<file path="src/rtl/bsr_pkg.sv">
package bsr_pkg;

    localparam int MAX_PINS = 32;
    localparam int MAP_W    = 2 * MAX_PINS;

    typedef enum logic [1:0] {
        PIN_IN      = 2'd0,
        PIN_OUT     = 2'd1,
        PIN_OUT_TRI = 2'd2,
        PIN_BIDIR   = 2'd3
    } pin_kind_e;

    typedef enum logic [1:0] {
        CELL_HIZ = 2'd0,
        CELL_DRV = 2'd1,
        CELL_OBS = 2'd2
    } cell_kind_e;

    typedef struct packed {
        logic capture;
        logic shift;
        logic update;
    } scan_ctl_t;

    function automatic bit has_hiz(pin_kind_e k);
        return (k == PIN_OUT_TRI) || (k == PIN_BIDIR);
    endfunction

    function automatic bit has_drv(pin_kind_e k);
        return k != PIN_IN;
    endfunction

    function automatic bit has_obs(pin_kind_e k);
        return (k == PIN_IN) || (k == PIN_BIDIR);
    endfunction

    function automatic int cells_of(pin_kind_e k);
        return int'(has_hiz(k)) + int'(has_drv(k)) + int'(has_obs(k));
    endfunction

    // Cell kind at local index j of a pin: control, then drive, then observe.
    function automatic cell_kind_e cell_at(pin_kind_e k, int j);
        int n_hiz;
        int n_drv;
        n_hiz = int'(has_hiz(k));
        n_drv = int'(has_drv(k));
        if (j < n_hiz)
            return CELL_HIZ;
        else if (j < n_hiz + n_drv)
            return CELL_DRV;
        else
            return CELL_OBS;
    endfunction

    function automatic pin_kind_e kind_of(logic [MAP_W-1:0] map, int p);
        return pin_kind_e'(map[2*p +: 2]);
    endfunction

    function automatic int base_of(logic [MAP_W-1:0] map, int p);
        int s;
        s = 0;
        for (int q = 0; q < p; q++)
            s += cells_of(kind_of(map, q));
        return s;
    endfunction

    function automatic int chain_len(logic [MAP_W-1:0] map, int n);
        return base_of(map, n);
    endfunction

    function automatic logic [MAX_PINS-1:0] in_only_mask(logic [MAP_W-1:0] map, int n);
        logic [MAX_PINS-1:0] m;
        m = '0;
        for (int q = 0; q < n; q++)
            m[q] = (kind_of(map, q) == PIN_IN);
        return m;
    endfunction

endpackage

</file>
<file path="src/rtl/bsr_cell.sv">
module bsr_cell
    import bsr_pkg::*;
#(
    parameter cell_kind_e KIND = CELL_OBS
) (
    input  logic      tck,
    input  logic      rst,
    input  scan_ctl_t ctl,
    input  logic      cap_val,
    input  logic      si,
    output logic      sq,
    output logic      uq
);

    always_ff @(posedge tck) begin
        if (rst)
            sq <= 1'b0;
        else if (ctl.capture)
            sq <= cap_val;
        else if (ctl.shift)
            sq <= si;
    end

    generate
        if (KIND == CELL_OBS) begin : g_no_latch
            logic unused_upd;
            assign unused_upd = ctl.update;
            assign uq = 1'b0;
        end else begin : g_latch
            logic hold_q;
            always_ff @(negedge tck) begin
                if (rst)
                    hold_q <= 1'b0;
                else if (ctl.update)
                    hold_q <= sq;
            end
            assign uq = hold_q;
        end
    endgenerate

endmodule

</file>
<file path="src/rtl/bsr_pin.sv">
module bsr_pin
    import bsr_pkg::*;
#(
    parameter pin_kind_e KIND = PIN_BIDIR,
    parameter int        W    = 3
) (
    input  logic         tck,
    input  logic         rst,
    input  scan_ctl_t    ctl,
    input  logic         test_mode,
    input  logic         pin_in,
    input  logic         core_out,
    input  logic         core_hiz,
    input  logic         si,
    output logic         so,
    output logic [W-1:0] cap_vec,
    output logic [W-1:0] sq_vec,
    output logic         pad_out,
    output logic         pad_hiz
);

    logic [W-1:0] q;
    logic [W-1:0] u;
    logic [W-1:0] sin;

    generate
        if (W == 1) begin : g_one
            assign sin = si;
        end else begin : g_many
            assign sin = {si, q[W-1:1]};
        end

        for (genvar j = 0; j < W; j++) begin : g_cell
            localparam cell_kind_e CK = cell_at(KIND, j);
            if (CK == CELL_OBS) begin : g_obs
                assign cap_vec[j] = pin_in;
            end else if (CK == CELL_DRV) begin : g_drv
                assign cap_vec[j] = core_out;
            end else begin : g_hiz
                assign cap_vec[j] = core_hiz;
            end
            bsr_cell #(.KIND(CK)) u_cell (
                .tck     (tck),
                .rst     (rst),
                .ctl     (ctl),
                .cap_val (cap_vec[j]),
                .si      (sin[j]),
                .sq      (q[j]),
                .uq      (u[j])
            );
        end

        if (KIND == PIN_IN) begin : g_pad_in
            assign pad_out = 1'b0;
            assign pad_hiz = 1'b1;
        end else if (KIND == PIN_OUT) begin : g_pad_out
            assign pad_out = test_mode ? u[0] : core_out;
            assign pad_hiz = 1'b0;
        end else begin : g_pad_tri
            assign pad_out = test_mode ? u[1] : core_out;
            assign pad_hiz = test_mode ? u[0] : core_hiz;
        end
    endgenerate

    logic unused_sink;
    assign unused_sink = ^{u, pin_in, core_out, core_hiz, test_mode};

    assign so     = q[0];
    assign sq_vec = q;

endmodule

</file>
<file path="src/rtl/bsr_chain.sv">
module bsr_chain
    import bsr_pkg::*;
#(
    parameter int              NPIN    = 6,
    parameter logic [2*NPIN-1:0] PIN_MAP = 12'h39C
) (
    input  logic            tck,
    input  logic            rst,
    input  logic            capture_dr,
    input  logic            shift_dr,
    input  logic            update_dr,
    input  logic            test_mode,
    input  logic            tdi,
    output logic            tdo,
    input  logic [NPIN-1:0] pin_in,
    input  logic [NPIN-1:0] core_out,
    input  logic [NPIN-1:0] core_hiz,
    output logic [NPIN-1:0] pad_out,
    output logic [NPIN-1:0] pad_hiz
);

    localparam logic [MAP_W-1:0] MAP_X = MAP_W'(PIN_MAP);
    localparam int               LEN   = chain_len(MAP_X, NPIN);

    scan_ctl_t        ctl;
    logic [NPIN:0]    link;
    logic [LEN-1:0]   chain_q;
    logic [LEN-1:0]   chain_cap;

    assign ctl      = '{capture: capture_dr, shift: shift_dr, update: update_dr};
    assign link[NPIN] = tdi;

    generate
        for (genvar p = 0; p < NPIN; p++) begin : g_pin
            localparam pin_kind_e K = kind_of(MAP_X, p);
            localparam int        B = base_of(MAP_X, p);
            localparam int        W = cells_of(K);
            bsr_pin #(.KIND(K), .W(W)) u_pin (
                .tck       (tck),
                .rst       (rst),
                .ctl       (ctl),
                .test_mode (test_mode),
                .pin_in    (pin_in[p]),
                .core_out  (core_out[p]),
                .core_hiz  (core_hiz[p]),
                .si        (link[p+1]),
                .so        (link[p]),
                .cap_vec   (chain_cap[B +: W]),
                .sq_vec    (chain_q[B +: W]),
                .pad_out   (pad_out[p]),
                .pad_hiz   (pad_hiz[p])
            );
        end
    endgenerate

    assign tdo = link[0];

endmodule

</file>
<file path="config.mk">
export PLATFORM = sky130hd
export DESIGN_NAME = bsr_chain
export DESIGN_NICKNAME = d
export VERILOG_FILES = /design/src/rtl/bsr_pkg.sv /design/src/rtl/bsr_cell.sv /design/src/rtl/bsr_pin.sv /design/src/rtl/bsr_chain.sv
export SDC_FILE = /design/constraint.sdc
export NUM_CORES = 1
export LEC_CHECK = 0
export BUFFER_PORTS_ARGS = -buffer_cell sky130_fd_sc_hd__buf_2
export CAP_MARGIN = 20
export CELL_PAD_IN_SITES_DETAIL_PLACEMENT = 0
export CELL_PAD_IN_SITES_GLOBAL_PLACEMENT = 1
export CORE_ASPECT_RATIO = 1.4
export CORE_MARGIN = 4
export CORE_UTILIZATION = 37
export CTS_BUF_LIST = sky130_fd_sc_hd__clkbuf_8
export DETAILED_ROUTE_END_ITERATION = 10
export PLACE_DENSITY = 0.81
export SYNTH_ARGS = -nofsm -noshare
export SYNTH_HDL_FRONTEND = slang
export SYNTH_SLANG_ARGS = --single-unit
</file>
<file path="constraint.sdc">
create_clock -name tck -period 1.7 [get_ports tck]
set_input_delay 0.425 -clock tck [delete_from_list [all_inputs] [get_ports tck]]
set_output_delay 0.425 -clock tck [all_outputs]
set_load 0.1 [all_outputs]
</file>
# Word level (Yosys, flattened, before mapping)
# Index checks and enable logic that the tools add are counted.
[word_totals] reg_bits=18 input_bits=25
[classes] reduce_logical=1 n_mux=29
[ops] op="1-bit 2-to-1 mux" count=29
[ops] op="2-bit nonzero test" count=1

# Logic depth before layout (Yosys ltp)
[depth] depth_word=2 mapped_depth=3

# Hierarchy
# A second synthesis with hierarchy kept.
[hier_totals] cells_unflattened=125 area_unflattened_um2=1152.4
[modules_own_cells] mod="bsr_cell at g_pin[1].u_pin.g_cell[0].u_cell ..." area_each_um2=90.1 cells_per_inst=9 instances=7 seq_area_each_um2=40.0
[modules_own_cells] mod="bsr_cell at g_pin[0].u_pin.g_cell[0].u_cell ..." area_each_um2=63.8 cells_per_inst=7 instances=4 seq_area_each_um2=20.0
[modules_own_cells] mod="bsr_pin at g_pin[1].u_pin ..." area_each_um2=52.6 cells_per_inst=6 instances=2 seq_area_each_um2=0.0
[modules_own_cells] mod="bsr_pin at g_pin[0].u_pin ..." area_each_um2=37.5 cells_per_inst=6 instances=2 seq_area_each_um2=0.0
[modules_own_cells] mod="bsr_pin at g_pin[3].u_pin" area_each_um2=45.0 cells_per_inst=5 instances=1 seq_area_each_um2=0.0
[modules_own_cells] mod="bsr_pin at g_pin[2].u_pin" area_each_um2=41.3 cells_per_inst=5 instances=1 seq_area_each_um2=0.0

==> flow_summary.toml <==
[outcome]
outcome = "complete, but fails checks"
violations = "setup timing"

[pwr]
swShare_pct = 35.7
pwr-share-seq_pct = 39.5
p_int_mw = 0.762
pwr_density_cell_nw_per_um2 = 927
leakage_nw = 0.607
power_switching_mw = 0.422
ir_drop_mv = 0.376
p_comb_share_pct = 30.3
p_total_mw = 1.18
power_frac_clock_pct = 30.2

[cells_and_area]
fin_nets = 144
final_cells = 152
syn_to_final_growth_pct = 28.8
num-fill-cells = 251
diodes = 0
drive_gt1_share_pct = 46.6

[worst_setup_path]
crit_path_start_kind = "register"
worstSetupPathType = "register to output port"
path_max_fanout = 2
crit_required_ns = 1.27
cp.arrival_ns = 1.91
crit_path_end_kind = "output port"

[global_route]
grt_antenna_before_repair = 0
grt_usage_pct = 11.5
grt_pass1_wl_mm = 3.14
gr-total-overflow = 0
grt_pass1_vias = 707
grt_start_max_net_pins = 13

[synth]
synth-seq-cells = 18
avgSynthCellArea_um2 = 10.4
synth_cells = 95
synth_area_um2 = 992
yosys_warnings = 0
yosysSeqAreaShare_pct = 36.3
synth_cell_types = 13

[die]
core_area_um2 = 2470
die_area_um2 = 3590
ios = 38
num_rows = 21
start_util_pct = 40.2
fp.dieW_um = 51.8
dieHeight_um = 69.3

[detailed_routing]
drc_errors = 0
avgViaCountPerCell = 4.57
via_count = 694
dr.pass1.iters = 3
drtAntennaViolNets = 0
drtIter0Drc = 13
post_drt_wl_per_cell_um = 12.2
drt-total-wl_mm = 1.85

[timing]
hold_viol_final = 0
setup_ws_ns = -0.631
rsz0062_at_grt = "yes"
tightest_slew_ns = 0.509
tns_ns = -4.39
relSlewSlack_pct = 66.0
clock-skew-final_ns = 0.0644
setup-violations-final = 7
hold_slack_ns = 0.466
final_max_slew_viol_count = 0

[cts]
clk_latency_ns = 0.32
path_clk_slew_ns = 0.07
cts_buffer_depth = 2
cts_sinks = 18
numCtsBuffers = 3
root_buffer = "clkbuf_8"
cts_tree = "built"
htreeDepth = 1

[hold_path]
hold_class = "primary input to register"

[placed_design]
dpl_worst_slack_ns = -0.303
place_congestion = 0.684
place_inst = 139
port_buffers = 25
dpl.hpwl_mm = 1.48

[flow_run]
max_cap_violations = 0
[cell usage after synthesis (all sizes together)]
master	instances	share of area, %
nor2	7	2.6
mux2i	18	18
buf	18	13
a211oi	11	13
clkbuf	1	0.38
mux2	7	7.9
nor2b	11	6.9
dfxtp	18	36
inv	2	0.76
conb	2	0.76
[layout by cell type, fill, tap and decap left out]
| master | count |
|---|---|
| mux2_4 | 7 |
| buf_12 | 7 |
| mux2i_1 | 18 |
| nor2_1 | 7 |
| conb_1 | 5 |
| dfxtp_2 | 6 |
| inv_1 | 8 |
| clkinv_1 | 1 |
| clkbuf_8 | 3 |
| a211oi_1 | 1 |
| buf_4 | 4 |
| nor2b_1 | 11 |
| buf_2 | 18 |
| dfxtp_1 | 12 |
| a211oi_2 | 10 |
[cell families (layout without fill, tap and decap cells)]
group | Yosys count | count (layout) | share of synthesized area (%)
mux | 25 | 25 | 26.1
buf+inv | 21 | 41 | 13.9
flops | 18 | 18 | 36.3
simple gates | 18 | 18 | 9.58
compound gates | 11 | 11 | 13.4
other cells | 2 | 5 | 0.757
[routing by layer]
layer	GRT usage (%)	share of wire (%)
met2	19.0	49
met4	7.00	2.3
met5	0	0
met1	12.7	42
met3	3.01	6.5
[worst paths after layout]
check,to,slack [ns],cells after the start,from
worst max-delay path,pad_out[3],-0.63,2,g_pin[3].u_pin.g_cell[1].u_cell.uq$_SDFFE_NP0P_
worst min-delay path,g_pin[1].u_pin.g_cell[2].u_cell.sq$_SDFFE_PP0P_,0.47,3,pin_in[1]
worst max register to register,g_pin[1].u_pin.g_cell[0].u_cell.uq$_SDFFE_NP0P_,0.26,2,g_pin[1].u_pin.g_cell[0].u_cell.sq$_SDFFE_PP0P_
worst min register to register,g_pin[2].u_pin.g_cell[0].u_cell.uq$_SDFFE_NP0P_,0.47,2,g_pin[2].u_pin.g_cell[0].u_cell.uq$_SDFFE_NP0P_
[final cells by class]
class / instances / area, um^2 / share of cell area (%)
multi-input cells: 59 / 532 / 41.6
flip-flops and latches: 18 / 368 / 28.8
repair buffers: 29 / 260 / 20.4
well taps: 34 / 42.5 / 3.33
clock buffers: 3 / 41.3 / 3.23
clock inverters: 8 / 30.0 / 2.35
inverters: 1 / 3.75 / 0.294
[sequential cells by signal, summed over array words and instances (netlist names)]
signal	cells
g_pin.u_pin.g_cell.u_cell.uq	7
g_pin.u_pin.g_cell.u_cell.sq	11
[per-stage QoR]
step                utilization, %  cell area (um^2)
floorplan                        -              1140
global placement              47.8              1180
detailed placement            47.8              1180
CTS                           51.6              1270
global route                  51.7              1280
finish                        51.7              1280
[critical path, cell delays in order, from the launching register on]
cell	delay [ns]
dfxtp_2	0.31
mux2_4	0.26
buf_12	0.17
[power by group through the flow]
stage | combinational [mW] | clock, mW | sequential [mW]
4_1_cts | 0.362 | 0.369 | 0.468
3_5_place_dp | 0.357 | 0.0291 | 0.475
3_3_place_gp | 0.351 | 0.0291 | 0.474
5_1_grt | 0.375 | 0.402 | 0.471
2_1_floorplan | 0.325 | 0.0291 | 0.483
6_report | 0.359 | 0.358 | 0.468
[timing repair]
| item | 4_1_cts | 5_1_grt |
|---|---|---|
| setup endpoints to repair | 7 | 7 |
| hold buffers | 0 | 0 |
| pin swaps | 0 | 0 |
| resized for setup | 3 | 3 |
| setup buffers | 3 | 0 |
(Power assumes the default switching activity.)
